File: config.mk
export PLATFORM = sky130hd
export DESIGN_NAME = dac_ramp_sequencer
export DESIGN_NICKNAME = d
export VERILOG_FILES = /design/src/rtl/wrp_pkg.sv /design/src/rtl/wrp_regs.sv /design/src/rtl/wrp_seq.sv /design/src/rtl/wrp_dpath.sv /design/src/rtl/dac_ramp_sequencer.sv
export SDC_FILE = /design/constraint.sdc
export NUM_CORES = 1
export LEC_CHECK = 0
export CAP_MARGIN = 5
export CORE_MARGIN = 5
export CORE_UTILIZATION = 60
export DETAILED_ROUTE_END_ITERATION = 6
export HOLD_SLACK_MARGIN = 0.05
export PLACE_DENSITY = 0.79
export SKIP_CTS_REPAIR_TIMING = 1
export SYNTH_ARGS = -nofsm -noshare
export SYNTH_HDL_FRONTEND = slang
export SYNTH_SLANG_ARGS = --single-unit
export TNS_END_PERCENT = 5
File: constraint.sdc
create_clock -name clk -period 4.1 [get_ports clk]
set_input_delay 0.615 -clock clk [delete_from_list [all_inputs] [get_ports clk]]
set_output_delay 0.615 -clock clk [all_outputs]
set_load 0.02 [all_outputs]
File: src/rtl/wrp_pkg.sv
`timescale 1ns/1ps
package wrp_pkg;

  // Sweep modes of the pointer sequencer
  typedef enum logic [1:0] {
    M_IDLE  = 2'd0,
    M_UP    = 2'd1,
    M_DOWN  = 2'd2,
    M_CYCLE = 2'd3
  } wrp_mode_e;

  // One-cycle strobes decoded from host writes, consumed by the sequencer
  typedef struct packed {
    logic up;
    logic down;
    logic cycle;
    logic clear;
    logic cancel;
  } wrp_cmd_t;

  // Address map
  localparam logic [7:0] OP_RATE      = 8'h84;
  localparam logic [7:0] OP_UP        = 8'h85;
  localparam logic [7:0] OP_DOWN      = 8'h86;
  localparam logic [7:0] OP_CYCLE     = 8'h87;
  localparam logic [7:0] OP_CLEAR     = 8'h88;
  localparam logic [7:0] OP_CHAN_BASE = 8'h89;

endpackage

File: src/rtl/wrp_regs.sv
`timescale 1ns/1ps
module wrp_regs
  import wrp_pkg::*;
#(
  parameter int NCH    = 9,
  parameter int DW     = 10,
  parameter int RATE_W = 8,
  parameter int ADDR_W = 8,
  parameter int WORD_W = 16
) (
  input  logic              clk,
  input  logic              rstN,
  input  logic              wrEn,
  input  logic [ADDR_W-1:0] wrAddr,
  input  logic [WORD_W-1:0] wrData,
  output wrp_cmd_t          cmd,
  output logic [RATE_W-1:0] rate,
  output logic [NCH*DW-1:0] chanVal,
  output logic [NCH-1:0]    chanEn,
  output logic              useRam,
  output logic              hold,
  output logic              reverse
);

  localparam int EN_BIT   = WORD_W - 1;
  localparam int REV_BIT  = WORD_W - 2;
  localparam int HOLD_BIT = WORD_W - 3;
  localparam int SEL_BIT  = WORD_W - 4;

  localparam logic [ADDR_W-1:0] A_RATE  = ADDR_W'(OP_RATE);
  localparam logic [ADDR_W-1:0] A_UP    = ADDR_W'(OP_UP);
  localparam logic [ADDR_W-1:0] A_DOWN  = ADDR_W'(OP_DOWN);
  localparam logic [ADDR_W-1:0] A_CYCLE = ADDR_W'(OP_CYCLE);
  localparam logic [ADDR_W-1:0] A_CLEAR = ADDR_W'(OP_CLEAR);
  localparam logic [ADDR_W-1:0] A_CH0   = ADDR_W'(OP_CHAN_BASE);

  logic [NCH-1:0] chanWr;
  logic [2:0]     ctlQ;      // {reverse, hold, select}
  logic           unusedWr;

  assign unusedWr = ^wrData[SEL_BIT-1:DW];

  // Channel registers: enable bit and static value per channel
  for (genvar k = 0; k < NCH; k++) begin : g_chan
    localparam logic [ADDR_W-1:0] MY_ADDR = ADDR_W'(int'(OP_CHAN_BASE) + k);
    logic          enQ;
    logic [DW-1:0] valQ;

    assign chanWr[k] = wrEn && (wrAddr == MY_ADDR);

    always_ff @(posedge clk or negedge rstN) begin
      if (!rstN) begin
        enQ  <= 1'b0;
        valQ <= '0;
      end else if (chanWr[k]) begin
        enQ  <= wrData[EN_BIT];
        valQ <= wrData[DW-1:0];
      end
    end

    assign chanEn[k]            = enQ;
    assign chanVal[k*DW +: DW]  = valQ;
  end

  // Extra control bits that only channel 0 carries
  always_ff @(posedge clk or negedge rstN) begin
    if (!rstN) begin
      ctlQ <= '0;
    end else if (chanWr[0]) begin
      ctlQ <= {wrData[REV_BIT], wrData[HOLD_BIT], wrData[SEL_BIT]};
    end
  end

  always_ff @(posedge clk or negedge rstN) begin
    if (!rstN) begin
      rate <= '0;
    end else if (wrEn && wrAddr == A_RATE) begin
      rate <= wrData[RATE_W-1:0];
    end
  end

  assign reverse = ctlQ[2];
  assign hold    = ctlQ[1];
  assign useRam  = ctlQ[0];

  // Command strobes
  always_comb begin
    cmd        = '0;
    cmd.up     = wrEn && (wrAddr == A_UP);
    cmd.down   = wrEn && (wrAddr == A_DOWN);
    cmd.cycle  = wrEn && (wrAddr == A_CYCLE);
    cmd.clear  = wrEn && (wrAddr == A_CLEAR);
    cmd.cancel = wrEn && (wrAddr == A_CH0) && !wrData[SEL_BIT];
  end

  // A channel 0 write with select set must leave select set afterwards
  AST_SEL_LOADS: assert property (@(posedge clk) disable iff (!rstN)
    (wrEn && wrAddr == A_CH0 && wrData[SEL_BIT]) |=> useRam) else $error("select load");

endmodule

File: src/rtl/wrp_seq.sv
`timescale 1ns/1ps
module wrp_seq
  import wrp_pkg::*;
#(
  parameter int AW     = 6,
  parameter int RATE_W = 8
) (
  input  logic              clk,
  input  logic              rstN,
  input  wrp_cmd_t          cmd,
  input  logic [RATE_W-1:0] rate,
  input  logic              hold,
  input  logic              reverse,
  output logic [AW-1:0]     ptr,
  output logic              busy
);

  localparam logic [AW-1:0] TOP    = '1;
  localparam logic [AW-1:0] BOTTOM = '0;

  wrp_mode_e         mode;
  logic              goingDown;
  logic [AW-1:0]     ptrQ;
  logic [RATE_W-1:0] divCnt;
  logic              anyCmd;
  logic              stepNow;

  assign anyCmd  = cmd.up | cmd.down | cmd.cycle | cmd.clear |
                   (cmd.cancel && mode == M_CYCLE);
  assign stepNow = (mode != M_IDLE) && !hold && !anyCmd && (divCnt >= rate);

  always_ff @(posedge clk or negedge rstN) begin
    if (!rstN) begin
      mode      <= M_IDLE;
      goingDown <= 1'b0;
      ptrQ      <= '0;
      divCnt    <= '0;
    end else if (cmd.clear) begin
      mode      <= M_IDLE;
      goingDown <= 1'b0;
      ptrQ      <= '0;
      divCnt    <= '0;
    end else if (cmd.up) begin
      mode   <= reverse ? M_DOWN : M_UP;
      divCnt <= '0;
    end else if (cmd.down) begin
      mode   <= reverse ? M_UP : M_DOWN;
      divCnt <= '0;
    end else if (cmd.cycle) begin
      mode      <= M_CYCLE;
      goingDown <= reverse;
      divCnt    <= '0;
    end else if (cmd.cancel && mode == M_CYCLE) begin
      mode <= M_IDLE;
    end else if (mode != M_IDLE && !hold) begin
      if (divCnt >= rate) begin
        divCnt <= '0;
        unique case (mode)
          M_UP: begin
            if (ptrQ == TOP) mode <= M_IDLE;
            else             ptrQ <= ptrQ + 1'b1;
          end
          M_DOWN: begin
            if (ptrQ == BOTTOM) mode <= M_IDLE;
            else                ptrQ <= ptrQ - 1'b1;
          end
          M_CYCLE: begin
            if (!goingDown) begin
              if (ptrQ == TOP) begin
                goingDown <= 1'b1;
                ptrQ      <= TOP - 1'b1;
              end else begin
                ptrQ <= ptrQ + 1'b1;
              end
            end else begin
              if (ptrQ == BOTTOM) begin
                goingDown <= 1'b0;
                ptrQ      <= BOTTOM + 1'b1;
              end else begin
                ptrQ <= ptrQ - 1'b1;
              end
            end
          end
          default: mode <= M_IDLE;
        endcase
      end else begin
        divCnt <= divCnt + 1'b1;
      end
    end
  end

  assign ptr  = ptrQ;
  assign busy = (mode != M_IDLE);

  AST_CLEAR_HOME: assert property (@(posedge clk) disable iff (!rstN)
    cmd.clear |=> (ptrQ == BOTTOM && !busy)) else $error("clear");
  AST_UP_STEP: assert property (@(posedge clk) disable iff (!rstN)
    (stepNow && mode == M_UP && ptrQ != TOP) |=> (ptrQ == $past(ptrQ) + 1'b1)) else $error("up step");
  AST_DOWN_END: assert property (@(posedge clk) disable iff (!rstN)
    (stepNow && mode == M_DOWN && ptrQ == BOTTOM) |=> (!busy && ptrQ == BOTTOM)) else $error("down end");
  AST_CYC_TURN: assert property (@(posedge clk) disable iff (!rstN)
    (stepNow && mode == M_CYCLE && !goingDown && ptrQ == TOP) |=> (busy && ptrQ == TOP - 1'b1)) else $error("turn");
  AST_HOLD_FREEZE: assert property (@(posedge clk) disable iff (!rstN)
    (busy && hold && !anyCmd) |=> $stable(ptrQ)) else $error("hold");
  AST_CMD_NOSTEP: assert property (@(posedge clk) disable iff (!rstN)
    (cmd.up || cmd.down || cmd.cycle) |=> ($stable(ptrQ) && busy)) else $error("cmd step");

endmodule

File: src/rtl/wrp_dpath.sv
`timescale 1ns/1ps
module wrp_dpath #(
  parameter int AW = 6,
  parameter int DW = 10
) (
  input  logic          clk,
  input  logic          rstN,
  input  logic          ramWe,
  input  logic [AW-1:0] ramWaddr,
  input  logic [DW-1:0] ramWdata,
  input  logic [AW-1:0] rdPtr,
  input  logic          useRam,
  input  logic [DW-1:0] staticVal,
  output logic [DW-1:0] ch0Val
);

  localparam int DEPTH = 1 << AW;

  logic [DW-1:0] mem [DEPTH];

  always_ff @(posedge clk) begin
    if (ramWe) mem[ramWaddr] <= ramWdata;
  end

  assign ch0Val = useRam ? mem[rdPtr] : staticVal;

  AST_RAM_VISIBLE: assert property (@(posedge clk) disable iff (!rstN)
    ((ramWe && ramWaddr == rdPtr) ##1 (useRam && rdPtr == $past(rdPtr))) |-> (ch0Val == $past(ramWdata))) else $error("ram write");

endmodule

File: src/rtl/dac_ramp_sequencer.sv
`timescale 1ns/1ps
module dac_ramp_sequencer
  import wrp_pkg::*;
#(
  parameter int NCH    = 9,
  parameter int DW     = 10,
  parameter int AW     = 6,
  parameter int RATE_W = 8,
  parameter int ADDR_W = 8,
  parameter int WORD_W = 16
) (
  input  logic              clk,
  input  logic              rstN,
  input  logic              wrEn,
  input  logic [ADDR_W-1:0] wrAddr,
  input  logic [WORD_W-1:0] wrData,
  input  logic              ramWe,
  input  logic [AW-1:0]     ramWaddr,
  input  logic [DW-1:0]     ramWdata,
  output logic [NCH*DW-1:0] dacOut,
  output logic [NCH-1:0]    dacEn,
  output logic              busy
);

  wrp_cmd_t          cmd;
  logic [RATE_W-1:0] rate;
  logic [NCH*DW-1:0] chanVal;
  logic              useRam;
  logic              hold;
  logic              reverse;
  logic [AW-1:0]     ptr;
  logic [DW-1:0]     ch0Val;

  wrp_regs #(
    .NCH(NCH), .DW(DW), .RATE_W(RATE_W), .ADDR_W(ADDR_W), .WORD_W(WORD_W)
  ) u_regs (
    .clk(clk), .rstN(rstN), .wrEn(wrEn), .wrAddr(wrAddr), .wrData(wrData),
    .cmd(cmd), .rate(rate), .chanVal(chanVal), .chanEn(dacEn),
    .useRam(useRam), .hold(hold), .reverse(reverse)
  );

  wrp_seq #(
    .AW(AW), .RATE_W(RATE_W)
  ) u_seq (
    .clk(clk), .rstN(rstN), .cmd(cmd), .rate(rate), .hold(hold),
    .reverse(reverse), .ptr(ptr), .busy(busy)
  );

  wrp_dpath #(
    .AW(AW), .DW(DW)
  ) u_dpath (
    .clk(clk), .rstN(rstN), .ramWe(ramWe), .ramWaddr(ramWaddr),
    .ramWdata(ramWdata), .rdPtr(ptr), .useRam(useRam),
    .staticVal(chanVal[DW-1:0]), .ch0Val(ch0Val)
  );

  assign dacOut = {chanVal[NCH*DW-1:DW], ch0Val};

endmodule

==> flow_summary.ini, run 1 <==
[yosys]
syn_area_um2 = 31300
synth_top_cells_by_count = 640 x edfxtp_1, 129 x mux4_2, 127 x dfrtp_1
synth_nets = 1825
synth_edf_count = 640
yosys-top-cells-area = edfxtp_1 61%, dfrtp_1 10%, mux4_2 9.3%
yosys.area.top_type = edfxtp_1
syn_inst = 1769
synth-main-ff-cell = edfxtp_1
async_reset_ff_frac = 0.166
synth_top_area_share = 0.613
synth-seq-cells = 767
synth.most_common_cell = edfxtp_1
ys_warn_count = 0
seq_area_frac_synth = 0.715
avgSynthCellArea_um2 = 17.7
synth_cell_types = 62

[route]
drt-initial-drc-count = 1927
first_pass_iters = 5
wl_met2_mm = 37.1
wl_mm = 75.9
ant_nets = 0
vias = 17400
wl_per_cell_um = 28.6
highest_layer = met4
drc_errors = 0
viasPerCell = 6.55
wl_met1_mm = 28.5
route.met3.wl_mm = 7.51

[power]
p_sw_frac = 0.276
design_power_total_mw = 19.8
p_leak_nw = 12.8
max-vdd-ir-drop_mv = 0.411
switching_power_mw = 5.47
clock_power_share = 0.328
internal_power_mw = 14.3
p_comb_frac = 0.231
pwr-share-seq = 0.441
pwr_density_cell_nw_per_um2 = 554

[timing]
setup_tns_ns = -0.582
worst_clock_skew_ns = 0.0130
finalCritPeriodShare = 1.07
min_period_ns = 4.37
hold_violations = 0
tightest_slew_ns = 1.30
fmax_mhz = 229
relSlewSlack = 0.134
drv_slew = 0
fin_ws_ns = -0.271
rsz0062_at_grt = true
setup_violations = 3

[run_status]
violations = negative setup slack
run_status = finished, violations left

[setup_path]
critPathRequiredTime_ns = 3.48
cp_max_fo = 7
endpoint_kind = output port
critPathKind = register to output port
cp-start-kind = register
worstPathArrival_ns = 3.76

[finish]
fin_util = 0.695
nets = 1976
area_delta_synth_final_pct = 14.2
diodes = 0
drive_gt1_frac = 0.249

[placement]
post-place-ws_ns = 0.273
portBuffers = 141
gp_congestion = 0.898
dp_hpwl_mm = 46.7

[cts]
cts_tree = yes
clock-sinks = 767
clock_latency_ns = 0.61
clockBufferDepth = 3
cts.clk_slew.worst_paths_ns = 0.06
cts-root-buf = clkbuf_16
cts.htree.levels = 3
numCtsBuffers = 75

[floorplanning]
ios = 144
placeableCoreArea_um2 = 51500
chipWidth_um = 239
die_area_um2 = 56900
rows = 83
die_height_um = 239
initial_utilization = 0.608

[global_route]
grt_pass1_wl_mm = 113
grt_overflow = 0
antenna_found_initial = 0
grt_use_total = 0.266
grt_max_degree = 65
grt_pass1_vias = 17600

[min_path]
hp-class = input pin to async pin

[flow_run]
cap_violations = 0
## state kept, by name (all words and copies together) (netlist names)
register,flops
u_dpath.mem,640
u_regs.g_chan.enQ,9
u_seq.mode,2
u_regs.g_chan.valQ,90
u_seq.divCnt,8
u_seq.goingDown,1
u_seq.ptr,6
u_regs.ctlQ,3
u_regs.rate,8
## power groups by stage
stage                     combinational (mW)  sequential [mW]  clock (mW)
after global routing                    4.83             8.74        6.90
after detailed placement                4.47             8.91           0
final                                   4.58             8.73        6.49
after global placement                  4.40             8.89           0
after CTS                               4.51             8.75        6.57
after floorplan                         3.02             8.79           0
## per-stage QoR
stage	std cells	instance area (µm²)	hold slack (ns)
2_1_floorplan	1769	31300	0.319
5_1_grt	2655	35800	0.120
3_3_place_gp	2522	33500	0.487
3_5_place_dp	2522	33500	0.494
6_report	2655	35800	0.0637
4_1_cts	2654	35700	0.0587
## placed cells by master (no fill, tap or decap), types with 5 or more instances in the layout
cell type,n
a211o_1,13
clkinv_2,8
mux2i_1,81
dlymetal6s2s_1,7
edfxtp_1,640
a221o_1,5
nand2b_1,7
clkdlybuf4s50_1,123
buf_2,10
a211oi_1,9
buf_12,12
clkbuf_1,24
nand2_1,55
clkinv_1,12
a221oi_1,5
nand3b_1,9
mux4_2,129
a22oi_1,12
ha_1,12
nor2b_1,13
nor2_1,118
o22ai_1,32
dfrtp_1,123
a31oi_1,7
inv_1,15
nand3_1,13
buf_4,110
nor3_1,13
and3_1,8
a21oi_1,40
clkbuf_16,77
o221ai_1,15
o21ai_0,25
mux2_2,114
## final cells by class
cell class | instances | area (µm²)
inverters | 17 | 63.8
fillers | 3161 | 15700
clock inverters | 28 | 225
multi-input cells | 797 | 7740
clock buffers | 104 | 2060
well taps | 680 | 851
flip-flops and latches | 767 | 22400
repair buffers | 262 | 2430
## critical path, cell delays in order (launching register included)
cell and delay [ns]:
dfrtp_4 0.53, buf_4 0.23, mux4_2 0.53, mux4_2 0.53, mux2i_1 0.31, nor2_1 0.07
a221o_1 0.35, clkdlybuf4s50_1 0.58
## path summary, 6_finish.rpt
check / startpoint / endpoint / slack (ns) / cells after the start
min in group clk: ramWdata[4] / u_dpath.mem[15][4] / 0.31 / 1
min reg2reg: u_regs.g_chan[7].valQ[9] / u_regs.g_chan[7].valQ[9] / 0.50 / 1
max in group asynchronous: rstN / u_regs.g_chan[4].valQ[5] / 3.06 / 2
min: rstN / u_regs.g_chan[8].valQ[5] / 0.06 / 1
max: u_seq.ptr[0] / dacOut[1] / -0.27 / 7
max reg2reg: u_seq.ptr[1] / u_seq.ptr[0] / 1.05 / 10
## kinds of logic (layout without fill, tap and decap cells)
group	after synthesis	count (layout)	synth area share
xor+xnor	2	2	0.000559
fa+ha+maj	12	12	0.00479
compound gates	189	189	0.0410
mux	324	324	0.160
simple gates	270	270	0.0404
flops	767	767	0.715
buf+inv	205	411	0.0387
## metal layers
metal  global-route usage  vias to the layer above
met4                0.103                        0
met2                0.422                     1057
li1                     -                     7184
met1                0.372                     8982
met5                    0                        -
met3               0.0540                      164
(Power assumes the default switching activity.)
==> run 2: changes to the inputs <==
CTS_BUF_LIST = sky130_fd_sc_hd__clkbuf_16   (was default)
==> flow_summary.ini, run 2 (synthesis gave the netlist of run 1 again) <==
[cts]
clock-sinks = 767
cts_tree = yes
clock_latency_ns = 0.60
cts.htree.levels = 3
cts.clk_slew.worst_paths_ns = 0.06
numCtsBuffers = 75
cts-root-buf = clkbuf_16
clockBufferDepth = 3

[finish]
drive_gt1_frac = 0.248
largest-register = u_dpath.mem
layout_common_cells = 640 x edfxtp_1, 129 x mux4_2, 123 x clkdlybuf4s50_1, 123 x dfrtp_1, 119 x nor2_1
area_delta_synth_final_pct = 14.1
largest_register_ffs = 640
design_area_um2 = 35800
fin_util = 0.694
instances_no_fill = 2656
nets = 1976
reg.largest.list = u_dpath.mem x640, u_regs.g_chan.valQ x90, u_regs.g_chan.enQ x9
final_common_cell = edfxtp_1

[min_path]
hp-class = input pin to async pin

[timing]
rsz0062_at_grt = true
drv_slew = 0
hold_violations = 0
finalCritPeriodShare = 1.07
tightest_slew_ns = 1.30
min_period_ns = 4.38
fin_ws_ns = -0.277
worst_clock_skew_ns = 0.0125
setup_violations = 3
relSlewSlack = 0.135
fmax_mhz = 228
setup_tns_ns = -0.696
hold_ws_ns = 0.0638

[global_route]
grt_max_degree = 65
grt_use_total = 0.266
grt_pass1_vias = 17700
antenna_found_initial = 1
grt_pass1_wl_mm = 113
grt_overflow = 0

[flow_run]
cap_violations = 0

[setup_path]
worstPathArrival_ns = 3.76
critPathKind = register to output port
regToRegStartpoint = u_seq.ptr[1]
crit_start = u_seq.ptr[0]
cp_top_family = multiplexers
crit_slowest_cell = clkdlybuf4s50_1
endpoint_kind = output port
cp-start-kind = register
critPathRequiredTime_ns = 3.48
path_buf_inv = 2
cp_max_fo = 7
slowest_delay_ns = 0.58
crit_chain = buf_4 -> mux4_2 -> mux4_2 -> mux2i_1 -> nor2_1 -> a221o_1 -> clkdlybuf4s50_1
path_common_cell = mux4_2

[floorplanning]
chipWidth_um = 239
initial_utilization = 0.608
ios = 144
rows = 83
placeableCoreArea_um2 = 51500
die_area_um2 = 56900
die_height_um = 239

[placement]
dp.cells = 2522
dp_hpwl_mm = 46.7
gp_congestion = 0.898
portBuffers = 141
post-place-ws_ns = 0.273
dpl_cell_area_um2 = 33500

[route]
wl_per_cell_um = 28.5
first_pass_iters = 5
viasPerCell = 6.52
drc_errors = 0
wl_mm = 75.8
drt-initial-drc-count = 2145
ant_nets = 0
vias = 17300

[power]
pwr_density_cell_nw_per_um2 = 551
internal_power_mw = 14.2
p_sw_frac = 0.278
max-vdd-ir-drop_mv = 0.408
p_comb_frac = 0.232
switching_power_mw = 5.47
p_leak_nw = 12.9
design_power_total_mw = 19.7
pwr-share-seq = 0.444
clock_power_share = 0.324

[run_status]
violations = negative setup slack
run_status = finished, violations left
-- run 2: cell count changes in the layout (fill, tap and decap cells not counted), sizes merged --
cell	previous run	this run
clkinv	22	25
inv	17	41
clkbuf	104	77
diode	0	1
-- run 2: area by class of cell --
cell class / instances / area, µm²
multi-input combinational: 797 / 7740
fill: 3157 / 15800
inverter: 17 / 63.8
clock buffer: 77 / 1930
timing repair buffer: 262 / 2430
antenna: 1 / 2.50
tap: 680 / 851
clock inverter: 55 / 327
sequential: 767 / 22400
-- run 2: path summary, 6_finish.rpt --
| kind | end | slack (ns) | cells past startpoint |
|---|---|---|---|
| hold reg to reg | u_regs.g_chan[7].valQ[9] | 0.50 | 1 |
| max in group asynchronous | u_regs.g_chan[4].valQ[5] | 3.06 | 2 |
| setup reg to reg | u_seq.ptr[0] | 1.07 | 10 |
| min in group clk | u_dpath.mem[15][4] | 0.31 | 1 |
| setup / recovery | dacOut[1] | -0.28 | 7 |
| hold / removal | u_regs.g_chan[8].valQ[5] | 0.06 | 1 |
-- run 2: power by group through the flow --
stage	Sequential, mW	Combinational [mW]	Clock [mW]
finish	8.73	4.57	6.38
global route	8.74	4.83	6.79
CTS	8.75	4.51	6.46
detailed placement	8.91	4.47	0
global placement	8.89	4.40	0
floorplan	8.79	3.02	0
-- run 2: metal layers --
layer | wire (µm) | global-route usage
met1 | 28500 | 0.371
met2 | 36900 | 0.422
met3 | 7400 | 0.0539
met4 | 2930 | 0.105
met5 | 0 | 0
==> run 3: changes to the inputs <==
CORE_UTILIZATION = 54   (was 60)
PLACE_DENSITY = 0.75   (was 0.79)
clock period = 3.8 ns   (was 4.1 ns; I/O delays follow)
==> flow_summary.ini, run 3 (synthesis gave the netlist of run 1 again) <==
[run_status]
run_status = finished, violations left
violations = negative setup slack

[finish]
area_delta_synth_final_pct = 15.8
drive_gt1_frac = 0.277
final_common_cell = edfxtp_1
reg.largest.list = u_dpath.mem x640, u_regs.g_chan.valQ x90, u_regs.g_chan.enQ x9
largest_register_ffs = 640
fin_util = 0.630
largest-register = u_dpath.mem
layout_common_cells = 640 x edfxtp_1, 129 x mux4_2, 124 x buf_4, 123 x dfrtp_1, 120 x clkdlybuf4s50_1
instances_no_fill = 2769
nets = 1998

[timing]
worst_clock_skew_ns = 0.0139
rsz0062_at_grt = true
relSlewSlack = 0.132
fin_ws_ns = -0.116
finalCritPeriodShare = 1.03
setup_violations = 5
drv_slew = 0
fmax_mhz = 255
hold_violations = 0
tightest_slew_ns = 1.30
min_period_ns = 3.92

[cts]
cts_tree = yes
cts.clk_slew.worst_paths_ns = 0.06
cts.htree.levels = 3
clockBufferDepth = 3
cts-root-buf = clkbuf_16
clock_latency_ns = 0.61
clock-sinks = 767
numCtsBuffers = 76

[setup_path]
critPathRequiredTime_ns = 3.23
worstPathArrival_ns = 3.35
ff2ff_setup_slack_ns = 1.03
cp_max_fo = 14
endpoint_kind = output port
critPathKind = register to output port
cp-start-kind = register

[route]
wl_mm = 76.4
first_pass_iters = 7
wl_per_cell_um = 27.6
viasPerCell = 6.23
drt-initial-drc-count = 2030
drc_errors = 0
ant_nets = 0
vias = 17300

[floorplanning]
die_height_um = 251
ios = 144
initial_utilization = 0.544
chipWidth_um = 251
rows = 88
die_area_um2 = 62900
placeableCoreArea_um2 = 57600

[min_path]
hp-class = input pin to async pin

[placement]
gp_congestion = 0.875
portBuffers = 141
dp_hpwl_mm = 47.0
dp.cells = 2621

[flow_run]
cap_violations = 0

[power]
pwr_density_cell_nw_per_um2 = 601
p_leak_nw = 13.0
design_power_total_mw = 21.8
max-vdd-ir-drop_mv = 0.410

[global_route]
grt_pass1_vias = 17600
antenna_found_initial = 1
grt_pass1_wl_mm = 112
grt_max_degree = 74
grt_use_total = 0.238
grt_overflow = 0
-- run 3: cell count changes in the layout (fill, tap and decap cells not counted), moves of 4 or more --
cell,change
a211oi_2,+5
buf_4,+14
o21ai_0,-4
dlymetal6s2s_1,-4
inv_1,-8
nor2_2,+4
buf_2,+4
mux2i_1,-4
a211oi_1,-5
nor2_1,-4
clkinv_2,+12
-- run 3: worst paths after layout --
path,cells after the start,start,end
min in group clk,1,u_regs.g_chan[6].valQ[7],u_regs.g_chan[6].valQ[7]
max reg2reg,9,u_seq.ptr[0],u_seq.ptr[0]
min,1,rstN,u_regs.g_chan[3].valQ[6]
min reg2reg,1,u_regs.g_chan[6].valQ[7],u_regs.g_chan[6].valQ[7]
max,8,u_seq.ptr[0],dacOut[9]
max in group asynchronous,2,rstN,u_regs.g_chan[5].valQ[8]
-- run 3: layer usage --
layer,routed length (µm),track usage,vias up
met1,28800,0.320,8941
met4,2470,0.0831,0
met3,7730,0.0631,172
li1,-,-,7237
met2,37400,0.384,900
met5,0,0,-
-- run 3: final cells by class --
class                   count  area, µm²
flip-flops and latches    767      22400
well taps                 765        957
diodes                      1       2.50
multi-input cells         797       7840
inverters                  17       63.8
clock buffers              78       1950
repair buffers            283       2640
clock inverters            61        422
fillers                  3888      21300
-- run 3: report_power, final --
group	total, mW	switching [mW]	internal, mW
combinational	5.24	2.90	2.33
sequential	9.39	0.116	9.27
clock	7.17	3.16	4.01
-- run 3: metrics by stage --
step                      TNS (ns)  hold slack [ns]  setup slack (ns)  instance area [µm²]
after floorplan                  0            0.274             0.946                31300
after detailed placement         0            0.493             0.112                33700
final                       -0.262          0.00483            -0.116                36300
after CTS                    -5.00           0.0168            -0.665                36100
after global routing        -0.581           0.0668            -0.160                36300
after global placement           0            0.488             0.135                33700
-- run 3: critical path, cell delays in order (launching register included) --
cell     delay [ns]
dfrtp_4        0.50
buf_12         0.19
buf_12         0.17
mux4_2         0.54
mux4_2         0.55
o21ai_0        0.21
buf_4          0.15
nand3_1        0.18
buf_2          0.24
